`src/rtl/flash_seq_pkg.sv`:
```
package flash_seq_pkg;
  typedef enum logic [1:0] {
    CYC_READ  = 2'd0,
    CYC_RSVD  = 2'd1,
    CYC_WRITE = 2'd2,
    CYC_ERASE = 2'd3
  } cyc_type_e;

  typedef enum logic [2:0] {
    RSP_OK        = 3'd0,
    RSP_REJECT    = 3'd1,
    RSP_BUSY      = 3'd2,
    RSP_TIMEOUT   = 3'd3,
    RSP_RETRY_OUT = 3'd4,
    RSP_NO_DESC   = 3'd5
  } rsp_code_e;

  typedef enum logic [2:0] {
    S_IDLE, S_PREP, S_WAIT_IDLE, S_LAUNCH, S_POLL, S_RESP
  } seq_state_e;
endpackage

```
`src/rtl/flash_req_check.sv`:
```
module flash_req_check #(
  parameter int unsigned IDX_W  = 32,
  parameter int unsigned ADDR_W = 24,
  parameter logic [ADDR_W-1:0] BASE = '0
) (
  input  logic [IDX_W-1:0]  index,
  input  logic [1:0]        size,
  output logic              ok,
  output logic [ADDR_W-1:0] addr
);
  logic idx_ok;

  generate
    if (IDX_W > ADDR_W) begin : g_wide
      assign idx_ok = (index[IDX_W-1:ADDR_W] == '0);
    end else begin : g_narrow
      assign idx_ok = 1'b1;
    end
  endgenerate

  assign ok   = idx_ok && (size == 2'd1 || size == 2'd2);
  assign addr = index[ADDR_W-1:0] + BASE;
endmodule

```
`src/rtl/flash_seq_timer.sv`:
```
module flash_seq_timer #(
  parameter int unsigned LIMIT = 625000
) (
  input  logic clk,
  input  logic rst_n,
  input  logic start,
  input  logic en,
  output logic expired
);
  localparam int unsigned CW = $clog2(LIMIT + 1);
  localparam logic [CW-1:0] LAST = CW'(LIMIT - 1);

  logic [CW-1:0] cnt_q;

  always_ff @(posedge clk or negedge rst_n) begin
    if (!rst_n) cnt_q <= '0;
    else if (start) cnt_q <= '0;
    else if (en && cnt_q != LAST) cnt_q <= cnt_q + 1'b1;
  end

  assign expired = en && (cnt_q == LAST);
endmodule

```
`src/rtl/flash_hw_status.sv`:
```
module flash_hw_status (
  input  logic clk,
  input  logic rst_n,
  input  logic set_done,
  input  logic set_err,
  input  logic clr_done,
  input  logic clr_err,
  output logic done,
  output logic err
);
  always_ff @(posedge clk or negedge rst_n) begin
    if (!rst_n) begin
      done <= 1'b0;
      err  <= 1'b0;
    end else begin
      if (set_done) done <= 1'b1;
      else if (clr_done) done <= 1'b0;
      if (set_err) err <= 1'b1;
      else if (clr_err) err <= 1'b0;
    end
  end
endmodule

```
`src/rtl/flash_cycle_seq.sv`:
```
module flash_cycle_seq
  import flash_seq_pkg::*;
#(
  parameter int unsigned IDX_W      = 32,
  parameter int unsigned ADDR_W     = 24,
  parameter int unsigned DATA_W     = 16,
  parameter logic [ADDR_W-1:0] BASE = 24'h010000,
  parameter int unsigned CYC_PER_US = 125,
  parameter int unsigned TIMEOUT_US = 5000,
  parameter int unsigned MAX_RETRY  = 10
) (
  input  logic              clk,
  input  logic              rst_n,
  input  logic              req_valid,
  output logic              req_ready,
  input  logic              req_write,
  input  logic [IDX_W-1:0]  req_index,
  input  logic [1:0]        req_size,
  input  logic [DATA_W-1:0] req_wdata,
  output logic              rsp_valid,
  input  logic              rsp_ready,
  output logic [2:0]        rsp_status,
  output logic [DATA_W-1:0] rsp_rdata,
  output logic              fl_go,
  output logic [1:0]        fl_type,
  output logic              fl_bcount,
  output logic [ADDR_W-1:0] fl_addr,
  output logic [DATA_W-1:0] fl_wdata,
  input  logic              fl_busy,
  input  logic              fl_done,
  input  logic              fl_err,
  input  logic [DATA_W-1:0] fl_rdata,
  input  logic              fl_desc_valid
);
  localparam int unsigned LIMIT = CYC_PER_US * TIMEOUT_US;
  localparam int unsigned RW    = $clog2(MAX_RETRY + 1);
  localparam int unsigned BYTE_W = DATA_W / 2;
  localparam logic [RW-1:0] RLAST = RW'(MAX_RETRY);

  seq_state_e        state_q;
  logic              wr_q, two_q;
  logic [ADDR_W-1:0] addr_q;
  logic [DATA_W-1:0] wdata_q, rdbuf_q, rdata_q;
  logic [2:0]        status_q;
  logic [RW-1:0]     retry_q;

  logic              chk_ok;
  logic [ADDR_W-1:0] chk_addr;
  logic              sts_done, sts_err;
  logic              tmr_start, tmr_en, tmr_exp;
  logic              clr_err, clr_done;

  flash_req_check #(.IDX_W(IDX_W), .ADDR_W(ADDR_W), .BASE(BASE)) u_check (
    .index(req_index), .size(req_size), .ok(chk_ok), .addr(chk_addr)
  );

  flash_seq_timer #(.LIMIT(LIMIT)) u_timer (
    .clk(clk), .rst_n(rst_n), .start(tmr_start), .en(tmr_en), .expired(tmr_exp)
  );

  flash_hw_status u_status (
    .clk(clk), .rst_n(rst_n),
    .set_done(fl_done), .set_err(fl_err),
    .clr_done(clr_done), .clr_err(clr_err),
    .done(sts_done), .err(sts_err)
  );

  // write-one-clear of the sticky error flag during preparation,
  // done flag cleared as the cycle is launched
  assign clr_err   = (state_q == S_PREP) && fl_desc_valid;
  assign clr_done  = (state_q == S_LAUNCH);
  assign tmr_start = (state_q == S_PREP) || (state_q == S_LAUNCH);
  assign tmr_en    = (state_q == S_WAIT_IDLE) || (state_q == S_POLL);

  always_ff @(posedge clk or negedge rst_n) begin
    if (!rst_n) begin
      state_q  <= S_IDLE;
      wr_q     <= 1'b0;
      two_q    <= 1'b0;
      addr_q   <= '0;
      wdata_q  <= '0;
      rdbuf_q  <= '0;
      rdata_q  <= '0;
      status_q <= RSP_OK;
      retry_q  <= '0;
    end else begin
      case (state_q)
        S_IDLE: if (req_valid) begin
          wr_q    <= req_write;
          two_q   <= (req_size == 2'd2);
          addr_q  <= chk_addr;
          wdata_q <= (req_size == 2'd2) ? req_wdata
                                        : {{(DATA_W-BYTE_W){1'b0}}, req_wdata[BYTE_W-1:0]};
          rdata_q <= '0;
          retry_q <= '0;
          if (!chk_ok) begin
            status_q <= RSP_REJECT;
            state_q  <= S_RESP;
          end else begin
            state_q  <= S_PREP;
          end
        end
        S_PREP: begin
          if (!fl_desc_valid) begin
            status_q <= RSP_NO_DESC;
            state_q  <= S_RESP;
          end else if (!fl_busy) begin
            state_q  <= S_LAUNCH;
          end else begin
            state_q  <= S_WAIT_IDLE;
          end
        end
        S_WAIT_IDLE: begin
          if (!fl_busy) begin
            state_q <= S_LAUNCH;
          end else if (tmr_exp) begin
            status_q <= RSP_BUSY;
            state_q  <= S_RESP;
          end
        end
        S_LAUNCH: state_q <= S_POLL;
        S_POLL: begin
          if (fl_done) rdbuf_q <= fl_rdata;
          if (sts_done && !sts_err) begin
            status_q <= RSP_OK;
            if (!wr_q)
              rdata_q <= two_q ? rdbuf_q
                               : {{(DATA_W-BYTE_W){1'b0}}, rdbuf_q[BYTE_W-1:0]};
            state_q <= S_RESP;
          end else if (sts_err && (sts_done || tmr_exp)) begin
            if (retry_q == RLAST) begin
              status_q <= RSP_RETRY_OUT;
              state_q  <= S_RESP;
            end else begin
              retry_q <= retry_q + 1'b1;
              state_q <= S_PREP;
            end
          end else if (tmr_exp) begin
            status_q <= RSP_TIMEOUT;
            state_q  <= S_RESP;
          end
        end
        S_RESP: if (rsp_ready) state_q <= S_IDLE;
        default: state_q <= S_IDLE;
      endcase
    end
  end

  assign req_ready  = (state_q == S_IDLE);
  assign rsp_valid  = (state_q == S_RESP);
  assign rsp_status = status_q;
  assign rsp_rdata  = rdata_q;
  assign fl_go      = (state_q == S_LAUNCH);
  assign fl_type    = wr_q ? CYC_WRITE : CYC_READ;
  assign fl_bcount  = two_q;
  assign fl_addr    = addr_q;
  assign fl_wdata   = wdata_q;
endmodule

```
`config.mk`:
```
export PLATFORM = sky130hd
export DESIGN_NAME = flash_cycle_seq
export DESIGN_NICKNAME = d
export VERILOG_FILES = /design/src/rtl/flash_seq_pkg.sv /design/src/rtl/flash_req_check.sv /design/src/rtl/flash_seq_timer.sv /design/src/rtl/flash_hw_status.sv /design/src/rtl/flash_cycle_seq.sv
export SDC_FILE = /design/constraint.sdc
export NUM_CORES = 1
export LEC_CHECK = 0
export ABC_AREA = 1
export BUFFER_PORTS_ARGS = -buffer_cell sky130_fd_sc_hd__buf_2
export CORE_MARGIN = 4
export CORE_UTILIZATION = 49
export CTS_BUF_LIST = sky130_fd_sc_hd__clkbuf_2
export DETAILED_ROUTE_END_ITERATION = 7
export HOLD_SLACK_MARGIN = 0.12
export PLACE_DENSITY = 0.81
export REMOVE_ABC_BUFFERS = 1
export SLEW_MARGIN = 15
export SYNTH_ARGS = -nofsm -noshare
export SYNTH_HDL_FRONTEND = slang
export SYNTH_SLANG_ARGS = --single-unit
export TNS_END_PERCENT = 10
```
`constraint.sdc`:
```
create_clock -name clk -period 1.6 [get_ports clk]
set_input_delay 0.48 -clock clk [delete_from_list [all_inputs] [get_ports clk]]
set_output_delay 0.48 -clock clk [all_outputs]
set_load 0.01 [all_outputs]
```
==> impl_metrics.json <==
{
  "outcome": "finished, violations left",
  "violations": "setup timing",
  "synthTopCellsByArea": "dfrtp_1, nand2_1, nor2_1",
  "clk_latency_ps": 640,
  "netlist_instances": 602,
  "grt_max_degree": 64,
  "rsz0062_at_grt": "true",
  "synth_top_area_share_pct": 51.8,
  "hold_viol": 0,
  "syn-cell-area_mm2": 0.00512,
  "areaGrowthSynthToFinish_pct": 43.1,
  "clockBufferDepth": 2,
  "setup_violations": 125,
  "drc": 0,
  "routed-via-count": 5087,
  "die_h_um": 110,
  "holdCritPathClass": "in -> reg",
  "fin_worst_skew_ps": 38.0,
  "cts_tree": "built",
  "fin_tns_setup_ps": -15360,
  "max_freq_mhz": 494,
  "numCtsBuffers": 9,
  "mostFrequentLayoutCells": "nand2_1, buf_2, dfrtp_1",
  "yosys.area.top_type": "dfrtp_1",
  "grt_pass1_vias": 5150,
  "drive_above_1_share_pct": 32.3,
  "die_w_um": 110,
  "final_common_cell": "nand2_1",
  "grt_usage_pct": 25.0,
  "required_ps": 1120,
  "antennaDiodeCount": 0,
  "first_pass_iters": 5,
  "fill_cells": 720,
  "drv_slew": 0,
  "io_pins": 140,
  "core_mm2": 0.0103,
  "place_congestion": 0.955,
  "start_util_pct": 49.9,
  "num_rows": 37,
  "vdd_ir_drop_max_uv": 1030,
  "portBuffers": 138,
  "ant_nets": 0,
  "yosysSeqAreaShare_pct": 51.8,
  "setup_ws_ps": -424,
  "maxCapViolations": 0,
  "pre_cts_slack_ps": -133,
  "ys_warn_count": 0,
  "htree_levels": 3,
  "path_max_fanout": 3,
  "crit_arrival_ps": 1540,
  "clock_sink_count": 106,
  "cp-start-kind": "flip-flop",
  "powerDensity_mw_per_mm2": 1640,
  "routedWlPerCell_um": 15.5,
  "finalWirelength_um": 15200,
  "avgSynthCellArea_um2": 8.51,
  "viasPerCell": 5.19,
  "finalCritPeriodShare_pct": 126,
  "grt_pass1_wl_um": 23600,
  "drt_iter0_drc": 447,
  "ys_ff_latch": 106,
  "fin_nets": 920,
  "cts-root-buf": "clkbuf_2",
  "overflow": 0,
  "period_minus_slack_ps": 2020,
  "dp_hpwl_um": 9400,
  "antenna_found_initial": 0,
  "critPathKind": "reg -> out",
  "synth_cell_types": 35,
  "cts.clk_slew.worst_paths_ps": 330,
  "die_area_mm2": 0.0122,
  "p_leak_nw": 3.67,
  "endpoint_kind": "output pin"
}
[worst paths after layout]
path,startpoint,endpoint,slack [ps],depth (start not counted)
setup / recovery,state_q[0],fl_go,-420,5
hold / removal,req_index[21],fl_addr[21],170,5
setup reg to reg,state_q[0],rsp_rdata[15],-270,10
hold reg to reg,fl_wdata[14],fl_wdata[14],530,2
max in group asynchronous,rst_n,fl_wdata[12],750,3
min in group asynchronous,rst_n,fl_addr[23],300,3
[cell usage after synthesis]
master    number
a21boi_0       1
a21o_1         1
a21oi_1       12
a21oi_2        1
a21oi_4        1
buf_1          1
buf_2         10
buf_4          5
buf_6          1
clkbuf_1       2
conb_1         1
dfrtp_1      106
ha_1           5
inv_1         48
inv_2          5
mux2_2        16
nand2_1      191
nand2_2        5
nand2_4        2
nand3_1       30
nand3_2        3
nand3b_1       1
nand4_1       15
nor2_1        53
nor2_2         4
nor3_1         9
nor4_1         1
o21ai_0       33
o21ai_2        9
o21bai_1       2
o31ai_1        8
or2_1          1
or2_2          1
xnor2_1        2
xor2_1        16
[area by class of cell]
type	instances	area, um^2	share of cell area [%]
Inverter	53	206	2.81
Multi-Input combinational cell	424	2310	31.4
Tap cell	136	170	2.32
Clock buffer	9	45.0	0.614
Sequential cell	106	2650	36.2
Clock inverter	7	66.3	0.904
Timing Repair Buffer	246	1890	25.7
[power by group]
group / internal [mW] / switching, mW / leakage [nW]
Sequential: 3.73 / 0.711 / 1.35
Clock: 0.238 / 0.985 / 0.0667
Combinational: 2.86 / 3.48 / 2.26
[what timing repair did]
action,4_1_cts,5_1_grt
setup buffers,13,1
hold buffers,57,1
endpoints found under the setup margin,105,156
endpoints found under the hold margin,162,1
gates resized for setup,40,31
pin swaps,7,4
[cells by family after synthesis]
logic type | after synthesis | synth area share (%)
simple gates | 316 | 26.1
fa+ha+maj | 5 | 1.22
other cells | 1 | 0.0732
buf+inv | 72 | 6.03
xor+xnor | 18 | 3.08
flops | 106 | 51.8
mux | 16 | 3.52
compound gates | 68 | 8.18
[stage by stage]
step / hold WS (ps) / power, mW / std cells / utilization [%] / instance area [um^2]
3_3_place_gp: 296 / 9.15 / 893 / 60.6 / 6220
4_1_cts: 121 / 11.4 / 979 / 69.7 / 7160
3_5_place_dp: 297 / 9.41 / 893 / 60.6 / 6220
5_1_grt: 140 / 12.8 / 981 / 71.4 / 7340
6_report: 167 / 12.0 / 981 / 71.4 / 7340
2_1_floorplan: 184 / 7.12 / 583 / - / 5010
[sequential cells by signal (all words and copies together), names as in the netlist]
name / cells
fl_addr: 24
u_timer.cnt_q: 20
fl_wdata: 16
rdbuf_q: 16
rsp_rdata: 16
retry_q: 4
rsp_status: 3
state_q: 3
fl_bcount: 1
u_status.done: 1
u_status.err: 1
wr_q: 1
[critical path: stages (launching register included)]
cell and delay, ps:
dfrtp_1 480, inv_2 90, nor2_4 100, inv_2 60, nor2_4 100, buf_6 110
[routing by layer]
layer	wire length, um	vias to the layer above	track usage [%]
li1	-	2403	-
met1	5960	2411	30.2
met2	7670	211	41.9
met3	833	62	5.71
met4	703	0	12.7
met5	0	-	0
(Power assumes the default switching activity.)
